### src/rtl/ecc_csr.sv
module ecc_csr #(
  parameter int AW         = 6,
  parameter int BEATS      = 2,
  parameter int DATA_W     = 32,
  parameter int CHK_W      = 8,
  parameter int CNT_W      = 4,
  parameter bit ECC_ON_RST = 1'b1,
  parameter bit FI_EN      = 1'b1
) (
  input  logic                    clk,
  input  logic                    rst_n,
  input  logic [AW-1:0]           s_awaddr,
  input  logic                    s_awvalid,
  output logic                    s_awready,
  input  logic [31:0]             s_wdata,
  input  logic [3:0]              s_wstrb,
  input  logic                    s_wvalid,
  output logic                    s_wready,
  output logic [1:0]              s_bresp,
  output logic                    s_bvalid,
  input  logic                    s_bready,
  input  logic [AW-1:0]           s_araddr,
  input  logic                    s_arvalid,
  output logic                    s_arready,
  output logic [31:0]             s_rdata,
  output logic [1:0]              s_rresp,
  output logic                    s_rvalid,
  input  logic                    s_rready,
  input  logic [BEATS-1:0]        err_single,
  input  logic [BEATS-1:0]        err_multi,
  input  logic [31:0]             err_addr,
  input  logic [DATA_W-1:0]       err_data,
  input  logic [CHK_W-1:0]        err_chk,
  input  logic                    wr_first,
  input  logic [DATA_W+CHK_W-1:0] wr_enc_i,
  output logic [DATA_W+CHK_W-1:0] wr_enc_o,
  output logic                    decode_en,
  output logic                    irq
);
  localparam int EW = DATA_W + CHK_W;
  localparam int IW = AW - 2;
  localparam logic [CNT_W-1:0] CMAX = '1;

  logic             on_q;
  logic [1:0]       ien_q, st_q;
  logic [CNT_W-1:0] cnt_q, cnt_nx;
  logic [CNT_W:0]   cnt_sum;
  logic [31:0]      fa_q;
  logic [DATA_W-1:0] fd_q;
  logic [CHK_W-1:0] fc_q;
  logic [3:0][31:0] fi_q;
  logic [127:0]     fi_flat;
  logic [31:0]      bm, wm, rd_w;
  logic [1:0]       clr;

  wire unused_ok = &{1'b0, s_awaddr[1:0], s_araddr[1:0]};
  wire [IW-1:0] widx = s_awaddr[AW-1:2];
  wire [IW-1:0] ridx = s_araddr[AW-1:2];
  wire wr_go  = s_awvalid & s_wvalid & ~s_bvalid;
  wire ce_hit = on_q & (|err_single);
  wire ue_hit = on_q & (|err_multi);
  wire cap    = (ce_hit | ue_hit) & (st_q == 2'b00);

  assign s_awready = wr_go;
  assign s_wready  = wr_go;
  assign s_arready = ~s_rvalid;
  assign s_bresp   = 2'b00;
  assign s_rresp   = 2'b00;
  assign decode_en = on_q;
  assign irq       = |(st_q & ien_q);
  assign fi_flat   = fi_q;
  assign wr_enc_o  = wr_enc_i ^ ({EW{wr_first}} & fi_flat[EW-1:0]);
  assign wm        = s_wdata & bm;
  assign clr       = (wr_go && widx == IW'(2)) ? wm[1:0] : 2'b00;
  assign cnt_nx    = (cnt_sum > {1'b0, CMAX}) ? CMAX : cnt_sum[CNT_W-1:0];

  always_comb begin
    for (int i = 0; i < 4; i++) bm[8*i +: 8] = {8{s_wstrb[i]}};
    cnt_sum = {1'b0, cnt_q};
    for (int i = 0; i < BEATS; i++) cnt_sum += (CNT_W+1)'(err_single[i]);
  end

  always_ff @(posedge clk) begin
    if (!rst_n) begin
      on_q  <= ECC_ON_RST;
      ien_q <= '0;
      st_q  <= '0;
      cnt_q <= '0;
      fa_q  <= '0;
      fd_q  <= '0;
      fc_q  <= '0;
    end else begin
      if (wr_go && s_wstrb[0]) begin
        if (widx == IW'(0)) on_q  <= s_wdata[0];
        if (widx == IW'(1)) ien_q <= s_wdata[1:0];
      end
      st_q <= (st_q & ~clr) | {ue_hit, ce_hit};
      if (ce_hit) cnt_q <= cnt_nx;
      if (cap) begin
        fa_q <= err_addr;
        fd_q <= err_data;
        fc_q <= err_chk;
      end
    end
  end

  generate
    if (FI_EN) begin : g_fi
      for (genvar k = 0; k < 4; k++) begin : g_reg
        always_ff @(posedge clk) begin
          if (!rst_n) fi_q[k] <= '0;
          else if (wr_go && on_q && widx == IW'(8 + k))
            fi_q[k] <= (fi_q[k] & ~bm) | wm;
        end
      end
    end else begin : g_nofi
      assign fi_q = '0;
    end
  endgenerate

  always_comb begin
    case (ridx)
      IW'(0):  rd_w = {31'b0, on_q};
      IW'(1):  rd_w = {30'b0, ien_q};
      IW'(2):  rd_w = {30'b0, st_q};
      IW'(3):  rd_w = 32'(cnt_q);
      IW'(4):  rd_w = fa_q;
      IW'(5):  rd_w = 32'(fd_q);
      IW'(6):  rd_w = 32'(fc_q);
      IW'(8):  rd_w = fi_q[0];
      IW'(9):  rd_w = fi_q[1];
      IW'(10): rd_w = fi_q[2];
      IW'(11): rd_w = fi_q[3];
      default: rd_w = '0;
    endcase
  end

  always_ff @(posedge clk) begin
    if (!rst_n) begin
      s_bvalid <= 1'b0;
      s_rvalid <= 1'b0;
      s_rdata  <= '0;
    end else begin
      if (wr_go) s_bvalid <= 1'b1;
      else if (s_bready) s_bvalid <= 1'b0;
      if (s_arvalid && s_arready) begin
        s_rvalid <= 1'b1;
        s_rdata  <= rd_w;
      end else if (s_rready) s_rvalid <= 1'b0;
    end
  end
endmodule

### config.mk
export PLATFORM = sky130hd
export DESIGN_NAME = ecc_csr
export DESIGN_NICKNAME = d
export VERILOG_FILES = /design/src/rtl/ecc_csr.sv
export SDC_FILE = /design/constraint.sdc
export NUM_CORES = 1
export LEC_CHECK = 0
export ABC_AREA = 1
export BUFFER_PORTS_ARGS = -buffer_cell sky130_fd_sc_hd__buf_2
export CAP_MARGIN = 20
export CORE_UTILIZATION = 55
export CTS_BUF_LIST = sky130_fd_sc_hd__clkbuf_8
export DETAILED_ROUTE_END_ITERATION = 16
export PLACE_DENSITY = 0.84
export SLEW_MARGIN = 40
export SYNTH_ARGS = -nofsm -noshare
export SYNTH_HDL_FRONTEND = slang
export SYNTH_SLANG_ARGS = --single-unit
### constraint.sdc
create_clock -name clk -period 2.7 [get_ports clk]
set_clock_uncertainty 0.2 [all_clocks]
set_input_delay 0.54 -clock clk [delete_from_list [all_inputs] [get_ports clk]]
set_output_delay 0.54 -clock clk [all_outputs]
set_load 0.005 [all_outputs]
# Word level (Yosys, flattened, before mapping)

Index checks and enable logic that the tools add are counted.

Add/sub/neg operators: 2
Magnitude comparators: 1
Equal/unequal tests: 16
Mux-type cells: 7
Bitwise logic cells: 24
Reduce and logical (&&, ||, !) cells: 18

Operators with widths:

| cell                                                                            | number |
|---|---|
| 32-bit case mux with 11 select lines                                            | 1 |
| 32-bit bitwise AND                                                              | 5 |
| 32-bit OR                                                                       | 4 |
| 40-bit bitwise AND                                                              | 1 |
| 40-bit bitwise XOR                                                              | 1 |
| 4-bit == test, second input constant                                            | 8 |
| 32-bit NOT                                                                      | 1 |
| 4-bit by 2-bit == test with 1-bit output, second input constant                 | 3 |
| 4-bit by 3-bit == test with 1-bit output, second input constant                 | 3 |
| 4-bit by 1-bit == test with 1-bit output, second input constant                 | 2 |
| 1-bit logical AND                                                               | 8 |
| 4-bit logical NOT                                                               | 2 |
| 2-bit OR reduction                                                              | 3 |
| 4-bit by 1-bit adder with 5-bit output                                          | 1 |
| 5-bit by 1-bit adder with 5-bit output                                          | 1 |
| 1-bit bitwise AND                                                               | 5 |
| 5-bit by 4-bit greater-than comparator with 1-bit output, second input constant | 1 |
| 2-bit bitwise AND                                                               | 2 |
| 1-bit 2-to-1 mux                                                                | 4 |
| 4-bit 2-to-1 mux                                                                | 1 |
| 2-bit AND reduction                                                             | 2 |
| 2-bit nonzero test                                                              | 2 |
| 2-bit logical NOT                                                               | 1 |
| 2-bit 2-to-1 mux                                                                | 1 |
| other kinds (4)                                                                 | 5 |

Flip-flop bits (word level): 243
Bits of input ports: 172
Output and inout bits: 83
Logic and storage cells: 82

# Logic depth before layout (Yosys ltp)

Gate-level depths: netlist of the first run.

Depth in word-level cells: 7
Gate-level depth with buffers: 10
Depth with buffers taken out: 9

# Worst setup path before layout of the first run

Ideal clock, no wire load.

Path kind: in2reg
Start point: input port err_single[0]
End point: register cnt_q[1]
Library setup time: 132 ps
Arrival: 1,466 ps
Required time: 2,368 ps
Slack: 901 ps
Cell stages on the path: 6
Buffers on the path: 0
Cells stage by stage: fa_1 > ha_1 > inv_1 > nor3_1 > o21ai_0 > a21oi_1

Cells in the longest elaborated chain, start to end: 4
Elaborated cells between the ends (all ways): 6
Those cells by class: add/sub: 2; order compare: 1; mux: 1; bitwise: 1; reduce/logical: 1

RTL lines:

| what                                                     | RTL line | RTL |
|---|---|---|
| from (decl)                                              | 29       | `input logic [BEATS-1:0] err_single,` |
| 4-bit by 1-bit adder with 5-bit output                   | 80       | `for (int i = 0; i < BEATS; i++) cnt_sum += (CNT_W+1)'(err_single[i]);` |
| 5-bit by 1-bit adder with 5-bit output                   | 80       |  |
| 5-bit by 4-bit greater-than comparator with 1-bit output | 75       | `assign cnt_nx = (cnt_sum > {1'b0, CMAX}) ? CMAX : cnt_sum[CNT_W-1:0];` |
| 4-bit 2-to-1 mux                                         | 75       |  |
| to (signal assigned)                                     | 98       | `if (ce_hit) cnt_q <= cnt_nx;` |
| to (decl)                                                | 46       | `logic [CNT_W-1:0] cnt_q, cnt_nx;` |

Several ways; a longest one is shown, not always the timed one.
A chain may end at the register's enable or synchronous reset.

# Worst setup path in the final report of the first run

Start point: input port wr_first
End point: output port wr_enc_o[0]

Cells in the longest elaborated chain, start to end: 2

RTL lines:

| what               | RTL line | RTL |
|---|---|---|
| from (decl)        | 34       | `input logic wr_first,` |
| 40-bit bitwise AND | 72       | `assign wr_enc_o = wr_enc_i ^ ({EW{wr_first}} & fi_flat[EW-1:0]);` |
| 40-bit bitwise XOR | 72       |  |
| to (decl)          | 36       | `output logic [DATA_W+CHK_W-1:0] wr_enc_o,` |

No other way between the ends.

==> results of run 1 <==
==> area by class of cell <==
class                           instances  area, um^2  share of cell area
Multi-Input combinational cell       1097        5080               0.389
Sequential cell                       243        4860               0.372
Timing Repair Buffer                  273        1500               0.115
Clock buffer                           50         688              0.0526
Inverter                              140         526              0.0402
Tap cell                              265         332              0.0254
Clock inverter                         16        71.3             0.00546
Antenna cell                            5        12.5            0.000957
==> cell families after synthesis <==
kind of cell,synth area share
buffers and inverters,0.0892
AND/OR/NAND/NOR,0.234
flip-flops,0.446
XOR/XNOR,0.0330
other,0.000344
adder cells (fa/ha/maj),0.00299
AO/OA/AOI/OAI,0.194
==> metal layers <==
layer / vias to the layer above / global-route usage
li1: 5444 / -
met5: - / 0
met2: 494 / 0.498
met1: 4908 / 0.385
met3: 88 / 0.0456
met4: 0 / 0.164
==> cell usage in the layout, fill, tap and decap left out <==
cell	count
o21a_1	1
a31oi_1	1
nor3_1	8
clkinv_1	1
a21oi_1	151
a21oi_2	7
nor2_1	221
clkinvlp_4	2
xor2_1	1
nand3_2	1
inv_1	143
nand4_1	6
fa_1	1
diode_2	5
nand3_1	26
buf_4	23
clkinv_2	3
nor4_1	1
a22o_1	1
buf_12	5
nand3_4	1
o21ai_0	227
o31ai_1	2
buf_2	245
nand2_2	3
nand2_1	352
dfxtp_1	243
inv_2	7
nor2_2	8
o21ai_1	24
conb_1	4
xnor2_1	40
nor2_4	9
clkbuf_8	50
ha_1	1
==> worst min-delay path: stages <==
cell and delay [ns]:
buf_2 0.08, o21ai_1 0.06, nor2_1 0.07
==> per-stage QoR <==
step                      area (um^2)  setup WS, ns  instances   util
after global routing            13100         0.334       2089  0.672
after detailed placement        12300         0.129       2018  0.632
after floorplan                 10900         0.901       1570      -
after global placement          12300         0.239       2018  0.632
after CTS                       13100         0.511       2084  0.671
final                           13100         0.523       2089  0.672
==> how the worst max path moves through the flow <==
stage,from,endpoint,slack [ns],cells after the start
after global placement,s_awaddr[4],flop,0.24,7
after CTS,wr_first,wr_enc_o[0],0.51,5
after global routing,decode_en,flop,0.33,6
final,wr_first,wr_enc_o[0],0.52,5
after detailed placement,s_awaddr[4],flop,0.13,7
after floorplan,err_single[0],cnt_q[1],0.90,6
==> power by group <==
part           switching, uW  total (uW)  internal, uW
logic                    462         752           289
registers               66.3        3780          3710
clock network           1440        3090          1650
total                   1970        7630          5660
==> impl_metrics.toml, run 1 <==
[power]
leakagePower_uw = 0.00577
vdd.ir_drop.worst_v = 0.000389
total_power_uw = 7630
pwr_density_cell_mw_per_mm2 = 583

[global_routing]
global_route.overflow_total = 0
grt_antenna_before_repair = 5
global_route_wire_length_before_repair_mm = 48.3
grt_pass1_vias = 9964
pin_count_of_the_biggest_net_entering_global_routing = 202
globalRouteTotalUtil = 0.304

[synthesis]
yosysWarningCount = 0
synth_common_cells = "352 x nand2_1, 243 x dfxtp_1, 227 x o21ai_0"
synth-edff-count = 0
synthCells = 1567
synth.yosys.seq_area_share = 0.446
syn-cell-area_mm2 = 0.0109
synth_top_area_frac = 0.446
synth_area_leader_cell = "dfxtp_1"
synth_top_cells_by_area = "dfxtp_1 45%, nand2_1 12%, o21ai_0 10%, nor2_1 7.8%, a21oi_1 6.9%"
synthMostInstantiatedCell = "nand2_1"
synth_ff_type = "dfxtp_1"
ys_ff_latch = 243
netlist-cell-type-count = 33
synth.avg_cell_area_um2 = 6.95
synth-async-reset-ratio = 0

[clock_tree]
worst_skew_pair.late_latency_ns = 0.55
post_cts_resized = 0
path_clk_slew_ns = 0.06
root_buffer = "clkbuf_8"
cts_made_buffers = 40
cts_htree_levels = 2
cts_hold_buf = 0
post_cts.repair.setup_buffers = 0
clock_tree.buffer_depth = 3
tritoncts = "yes"
cts_num_sinks = 243

[hold_path]
worst_hold_path_type = "in -> reg"
hp-start = "err_data[15]"
min_delay_worst_endpoint = "fd_q[15]"
min_delay_path_depth = 3

[routing]
drt_iter0_markers = 835
postRouteWirelength_mm = 31.1
detail_route.wl_per_cell_um = 14.9
routed-via-count = 10934
detailedRoute.firstPassIterationCount = 5
routed.top_layer = "met4"
met2_wirelength_mm = 14.7
ant_nets = 0
detail_route.wirelength.met1_mm = 12.7
wl_met3_mm = 2.59
viasPerCell = 5.23
drc = 0

[critical_path]
critPathSlowestCell = "buf_2"
crit_path_cell_trace = "buf_2 -> buf_12 -> nand2_1 -> xnor2_1 -> buf_2"
r2r_cells = 6
critical_path.max_fanout = 28
critical_path.reg2reg.startpoint = "decode_en"
timing_worst_setup_path_type = "in -> out"
critPathTopFamily = "buffers and inverters"
required_ns = 1.96
register_to_register_setup_slack_ns = 0.53
critical_path.startpoint_type = "input pin"
worst_setup_path_end_kind = "output port"
crit_top_cell = "buf_2"
cp_slowest_stage_delay_ns = 0.27
timing.critical_path.arrival_ns = 1.44
worst-path-buf-inv = 3

[sta]
share_of_the_cycle_needed_by_the_critical_path_after_routing = 0.806
fin_setup_tns_ns = 0
max_freq_mhz = 459
timing.hold.ws_ns = 0.0362
setup-violations-final = 0
slew_headroom = 0.516
unrepaired_setup_endpoints_after_global_routing = "no"
worst_pin_slew_ns = 0.725
fin_crit_ns = 2.18
max_slew_violation_count = 0
timing_hold_violations_final = 0

[floorplan]
boundaryPins = 255
core_area_mm2 = 0.0195
die_width_um = 143
die_h_um = 143
row_count = 51
start_util = 0.560
die_area_mm2 = 0.0204

[status]
run_status = "finished, final reports clean"

[cells_and_area]
area_growth_pct = 20.0
filler_cell_count = 1697
design.final.nets = 1969
post_route_cells_drive_above_1_share = 0.200

[place]
io_buffers = 246
gpl.final_weighted_congestion = 0.912
detailed_place_hpwl_mm = 21.5

[job]
cap_violations = 0
Note: power is estimated with default switching activity, not from simulation.
==> run 2: changes to the inputs <==
Settings changed: ABC_AREA 1 to 0, PLACE_DENSITY 0.84 to 0.85.
Clock period 2.7 ns to 2.2 ns, I/O delays scaled along.
==> run 2 against run 1 <==
Compared with the run above:
- power is 31% higher
- via count is 3.4% lower
- hold slack worse by 0.010 ns
- design area is 3.1% higher
- sequential power is 21% higher
- combinational power is 36% higher
- final cell count is 14% lower
- utilization is 7.6 points higher
- highest routed layer unchanged
==> impl_metrics.toml, run 2 <==
[synthesis]
yosysWarningCount = 0
synth.avg_cell_area_um2 = 8.37
syn-cell-area_mm2 = 0.0102
synth_top_area_frac = 0.479
ys_ff_latch = 243
synthMostInstantiatedCell = "nand2_1"
synth-edff-count = 0
synth_top_cells_by_area = "dfxtp_1 48%, nand2_1 9.1%, nand3_1 7.8%, a22oi_1 5.8%, o21ai_0 4.7%"
synthCells = 1213
synth_area_leader_cell = "dfxtp_1"
synth_common_cells = "246 x nand2_1, 243 x dfxtp_1, 159 x nand3_1"
synth.yosys.seq_area_share = 0.479
synth_ff_type = "dfxtp_1"
netlist-cell-type-count = 56
synth-async-reset-ratio = 0

[clock_tree]
cts_made_buffers = 40
tritoncts = "yes"
clock_tree.buffer_depth = 3
post_cts.repair.setup_buffers = 0
cts_num_sinks = 243
root_buffer = "clkbuf_8"
cts_htree_levels = 2
path_clk_slew_ns = 0.06
worst_skew_pair.late_latency_ns = 0.54

[place]
numPlacedInstances = 1639
io_buffers = 246
gpl.final_weighted_congestion = 0.945
detailed_place_hpwl_mm = 20.3
place_worst_setup_slack_ns = -0.0245

[floorplan]
die_h_um = 138
boundaryPins = 255
die_area_mm2 = 0.0190
start_util = 0.563
die_width_um = 138
row_count = 49
core_area_mm2 = 0.0180

[cells_and_area]
commonest_cells_after_routing_fill_and_taps_aside = "245 x buf_2, 243 x dfxtp_1, 238 x nand2_1"
design.final.nets = 1701
area_growth_pct = 32.7
stdcell_count = 1787
filler_cell_count = 1240
post_route_cells_drive_above_1_share = 0.243
multi_input_gate_area_mm2 = 0.00490
most_common_cell_after_layout_fill_and_taps_aside = "buf_2"
seq_cell_area_mm2 = 0.00486

[critical_path]
crit_path_cell_trace = "nand3_1 -> nor4_2 -> buf_4 -> nand2_1 -> nand3_1 -> o21ai_0"
critical_path.startpoint_type = "flop"
worst-path-buf-inv = 1
r2r_cells = 6
register_to_register_setup_slack_ns = 0.08
crit_top_cell = "nand3_1"
critical_path.max_fanout = 16
cp.depth = 6
worst_setup_path_end_kind = "flop"
required_ns = 2.39
startpoint = "decode_en"
critPathTopFamily = "simple AND/OR/NAND/NOR gates"
timing.critical_path.arrival_ns = 2.31
cp_slowest_stage_delay_ns = 0.50
timing_worst_setup_path_type = "reg -> reg"
critical_path.reg2reg.startpoint = "decode_en"
critPathSlowestCell = "dfxtp_1"

[power]
vdd.ir_drop.worst_v = 0.000519
netSwitchingFraction = 0.246
power.share.sequential = 0.457
clock_power_share = 0.441
share_comb_of_total_power = 0.102
pwr_density_cell_mw_per_mm2 = 744
netSwitchingPower_uw = 2470
internal_power_uw = 7550
leakagePower_uw = 0.00545

[job]
cap_violations = 0

[routing]
drt_iter0_markers = 936
detailedRoute.firstPassIterationCount = 5
drc = 0
detail_route.wl_per_cell_um = 18.4
ant_nets = 0
routed-via-count = 10564
postRouteWirelength_mm = 33.0
viasPerCell = 5.91

[global_routing]
grt_pass1_vias = 10308
grt_antenna_before_repair = 0
global_route_wire_length_before_repair_mm = 50.5
pin_count_of_the_biggest_net_entering_global_routing = 115
globalRouteTotalUtil = 0.341
global_route.overflow_total = 0

[sta]
slew_headroom = 0.448
timing.hold.ws_ns = 0.0260
fin_crit_ns = 2.12
setup-violations-final = 0
share_of_the_cycle_needed_by_the_critical_path_after_routing = 0.964
worst_pin_slew_ns = 0.826
unrepaired_setup_endpoints_after_global_routing = "yes"
timing_hold_violations_final = 0
max_slew_violation_count = 0
max_freq_mhz = 472
timing.final.ws_setup_ns = 0.0793

[hold_path]
worst_hold_path_type = "in -> reg"

[status]
run_status = "finished, final reports clean"
==> run 2: cell types whose count changed after synthesis, sizes merged, moves of 6 or more <==
cell	previous run	this run
nand3b	0	8
inv	139	4
nor2	238	14
nand3	28	159
a22oi	0	78
buf	46	52
o21ai	251	135
a21oi	158	82
nand2	355	246
nor2b	0	8
mux2i	0	9
a22o	1	38
==> run 2: kinds of logic (layout without fill, tap and decap cells) <==
group                      count (synthesis)  count (layout)  share of synthesized area
AOI/OAI and AO/OA                        357             357                      0.219
xor gates and xnor gates                  40              40                     0.0345
adders and majority gates                  2               2                    0.00320
buffers and inverters                     99             440                     0.0444
DFF                                      243             243                      0.479
muxes                                     10              10                    0.00998
other                                      1               5                   0.000369
and+or+nand+nor                          461             461                      0.210
==> run 2: worst min path at each step <==
| stage | start | endpoint | depth (start not counted) |
|---|---|---|---|
| 6_report | s_wdata[31] | flop | 3 |
| 5_1_grt | err_data[8] | fd_q[8] | 3 |
| 4_1_cts | err_data[8] | fd_q[8] | 3 |
| 3_5_place_dp | fd_q[15] | fd_q[15] | 2 |
| 3_3_place_gp | fd_q[8] | fd_q[8] | 2 |
| 2_1_floorplan | fa_q[7] | fa_q[7] | 2 |
==> run 2: cell type report <==
class	instances	area share
diodes	1	0.000186
clock buffers	59	0.0603
clock inverters	13	0.00808
inverters	4	0.00111
multi-input cells	874	0.364
flip-flops and latches	243	0.361
well taps	229	0.0213
repair buffers	364	0.184
==> run 2: per-layer routing <==
metal / up-vias / share of wire / track usage
li1: 4954 / - / -
met1: 4921 / 0.39 / 0.414
met2: 582 / 0.48 / 0.569
met3: 107 / 0.093 / 0.0683
met4: 0 / 0.037 / 0.177
met5: - / 0 / 0
==> run 2: timing repair <==
| action | in CTS | in global routing |
|---|---|---|
| resized for setup | 0 | 8 |
| hold endpoints to repair | 75 | 0 |
| endpoints found under the setup margin | 0 | 54 |
| hold buffers | 75 | 0 |
==> run 2: power groups by stage <==
stage	logic [uW]	clock network, uW	registers [uW]
floorplan	462	0	4650
global placement	842	0	4670
detailed placement	874	0	4670
CTS	982	4420	4580
global route	1100	4650	4590
finish	1020	4420	4580
==> run 2: metrics by stage <==
step	TNS, ns	area (um^2)	total power [uW]	util
final	0	13500	10000	0.747
after floorplan	0	10200	5110	-
after global placement	-0.00142	11700	5510	0.651
after CTS	0	13500	9980	0.746
after global routing	-0.522	13500	10300	0.747
after detailed placement	-0.0245	11800	5550	0.653
==> run 2: worst min-delay path: stages <==
cell and delay, ns:
buf_2 0.11, nand2_1 0.10, o21ai_1 0.06
==> run 3: changes to the inputs <==
Settings changed: REMOVE_ABC_BUFFERS set to 1.
==> run 3 against run 2 <==
Compared with the run above:
- the flow now finishes with violations (setup timing)
- hold slack is essentially flat
- critical path depth shrank 1
- via count down 0.43%
- clock power shrank 5.4%
- global-route usage decreased by 0.93 points
- largest cell class unchanged
==> impl_metrics.toml, run 3 (synthesis results as in run 2) <==
[critical_path]
timing.critical_path.arrival_ns = 2.43
timing_worst_setup_path_type = "reg -> reg"
r2r_cells = 5
worst-path-buf-inv = 0
crit_path_cell_trace = "nand3b_1 -> nor4b_2 -> nand2_2 -> nand3_1 -> o21ai_0"
cp_slowest_stage_delay_ns = 0.59
worst_setup_path_end_kind = "flop"
cp.depth = 5
critical_path.max_fanout = 16
required_ns = 2.41
critPathTopFamily = "simple AND/OR/NAND/NOR gates"
critical_path.startpoint_type = "flop"
critPathSlowestCell = "nor4b_2"

[sta]
fin_crit_ns = 2.22
timing.final.ws_setup_ns = -0.0249
max_slew_violation_count = 0
share_of_the_cycle_needed_by_the_critical_path_after_routing = 1.01
max_freq_mhz = 449
setup-violations-final = 1
timing_hold_violations_final = 0
unrepaired_setup_endpoints_after_global_routing = "yes"
worst_pin_slew_ns = 0.833
slew_headroom = 0.444

[global_routing]
pin_count_of_the_biggest_net_entering_global_routing = 82
global_route.overflow_total = 0
grt_antenna_before_repair = 1
grt_pass1_vias = 9795
globalRouteTotalUtil = 0.331
global_route_wire_length_before_repair_mm = 48.8

[status]
violations = "setup timing"
run_status = "finished with violations"

[power]
netSwitchingFraction = 0.252
netSwitchingPower_uw = 2460
pwr_density_cell_mw_per_mm2 = 726
power.share.sequential = 0.468
clock_power_share = 0.428
vdd.ir_drop.worst_v = 0.000632
share_comb_of_total_power = 0.104
leakagePower_uw = 0.00543
internal_power_uw = 7310

[routing]
viasPerCell = 5.88
postRouteWirelength_mm = 32.1
routed-via-count = 10519
drc = 0
ant_nets = 0
detailedRoute.firstPassIterationCount = 5
detail_route.wl_per_cell_um = 17.9
drt_iter0_markers = 923

[cells_and_area]
design.final.nets = 1702
filler_cell_count = 1260
most_common_cell_after_layout_fill_and_taps_aside = "buf_2"
commonest_cells_after_routing_fill_and_taps_aside = "245 x buf_2, 243 x dfxtp_1, 235 x nand2_1"
seq_cell_area_mm2 = 0.00486
area_growth_pct = 32.6
post_route_cells_drive_above_1_share = 0.246
multi_input_gate_area_mm2 = 0.00491
stdcell_count = 1790

[clock_tree]
cts_num_sinks = 243
cts_htree_levels = 2
clock_tree.buffer_depth = 3
path_clk_slew_ns = 0.06
tritoncts = "yes"
cts_made_buffers = 40
worst_skew_pair.late_latency_ns = 0.53
root_buffer = "clkbuf_8"

[hold_path]
min_delay_path_depth = 3
worst_hold_path_type = "in -> reg"

[place]
detailed_place_hpwl_mm = 19.8
numPlacedInstances = 1638
place_worst_setup_slack_ns = -0.186
gpl.final_weighted_congestion = 0.922
io_buffers = 246

[floorplan]
row_count = 49
die_h_um = 138
boundaryPins = 255
start_util = 0.563
die_area_mm2 = 0.0190
die_width_um = 138
core_area_mm2 = 0.0180

[job]
cap_violations = 0
run 3: changes by cell type in the layout (fill, tap and decap cells not counted):
cell | before | now
buf_12 | 13 | 12
nor4_2 | 2 | 1
clkinvlp_4 | 0 | 2
bufinv_16 | 2 | 1
clkbuf_8 | 59 | 55
buf_16 | 0 | 1
nand2_1 | 238 | 235
clkinv_2 | 2 | 8
nand2_2 | 8 | 11
nor4_4 | 0 | 1
inv_6 | 1 | 0
dlygate4sd3_1 | 75 | 76
run 3: layout make-up:
type | count | area share
clock inverters | 19 | 0.00855
inverters | 4 | 0.00112
diodes | 1 | 0.000186
flip-flops and latches | 243 | 0.361
clock buffers | 55 | 0.0562
well taps | 229 | 0.0213
repair buffers | 365 | 0.186
multi-input cells | 874 | 0.365
run 3: power by group through the flow:
stage	clock (uW)	sequential, uW	combinational, uW
after floorplan	0	4650	361
after global placement	0	4670	847
after detailed placement	0	4670	875
after CTS	4200	4580	983
after global routing	4420	4590	1100
final	4180	4580	1010
run 3: final timing paths:
path | end | slack [ns] | from
max | flop | -0.02 | decode_en
min reg2reg | fa_q[7] | 0.25 | fa_q[7]
max reg2reg | flop | -0.02 | decode_en
min | flop | 0.03 | s_wdata[5]
run 3: worst reg2reg max path, cell delays in order (launching register included):
cell	delay, ns
dfxtp_1	0.50
nand3b_1	0.18
nor4b_2	0.59
nand2_2	0.35
nand3_1	0.18
o21ai_0	0.10
run 3: layer usage:
layer  global-route usage  up-vias  part of all wire
met5                    0        -                 0
met4                0.180        0             0.040
met3               0.0534      114             0.087
met2                0.555      574              0.48
met1                0.407     4865              0.39
li1                     -     4966                 -
run 3: through the flow:
| stage | setup TNS, ns | instance area, um^2 | total power, uW | hold WS, ns | util |
|---|---|---|---|---|---|
| 6_report | -0.0249 | 13500 | 9770 | 0.0261 | 0.747 |
| 5_1_grt | -5.07 | 13500 | 10100 | 0.0293 | 0.747 |
| 4_1_cts | -2.21 | 13400 | 9760 | 0.00990 | 0.744 |
| 3_5_place_dp | -11.03 | 11800 | 5550 | 0.247 | 0.652 |
| 3_3_place_gp | -6.79 | 11700 | 5520 | 0.243 | 0.651 |
| 2_1_floorplan | -111.18 | 9730 | 5010 | 0.236 | - |
run 3: timing repair:
action | CTS | global route
gates resized for setup | 5 | 7
hold buffers | 76 | 0
endpoints found under the setup margin | 57 | 75
buffers inserted | 0 | 0
hold endpoints to repair | 76 | 0
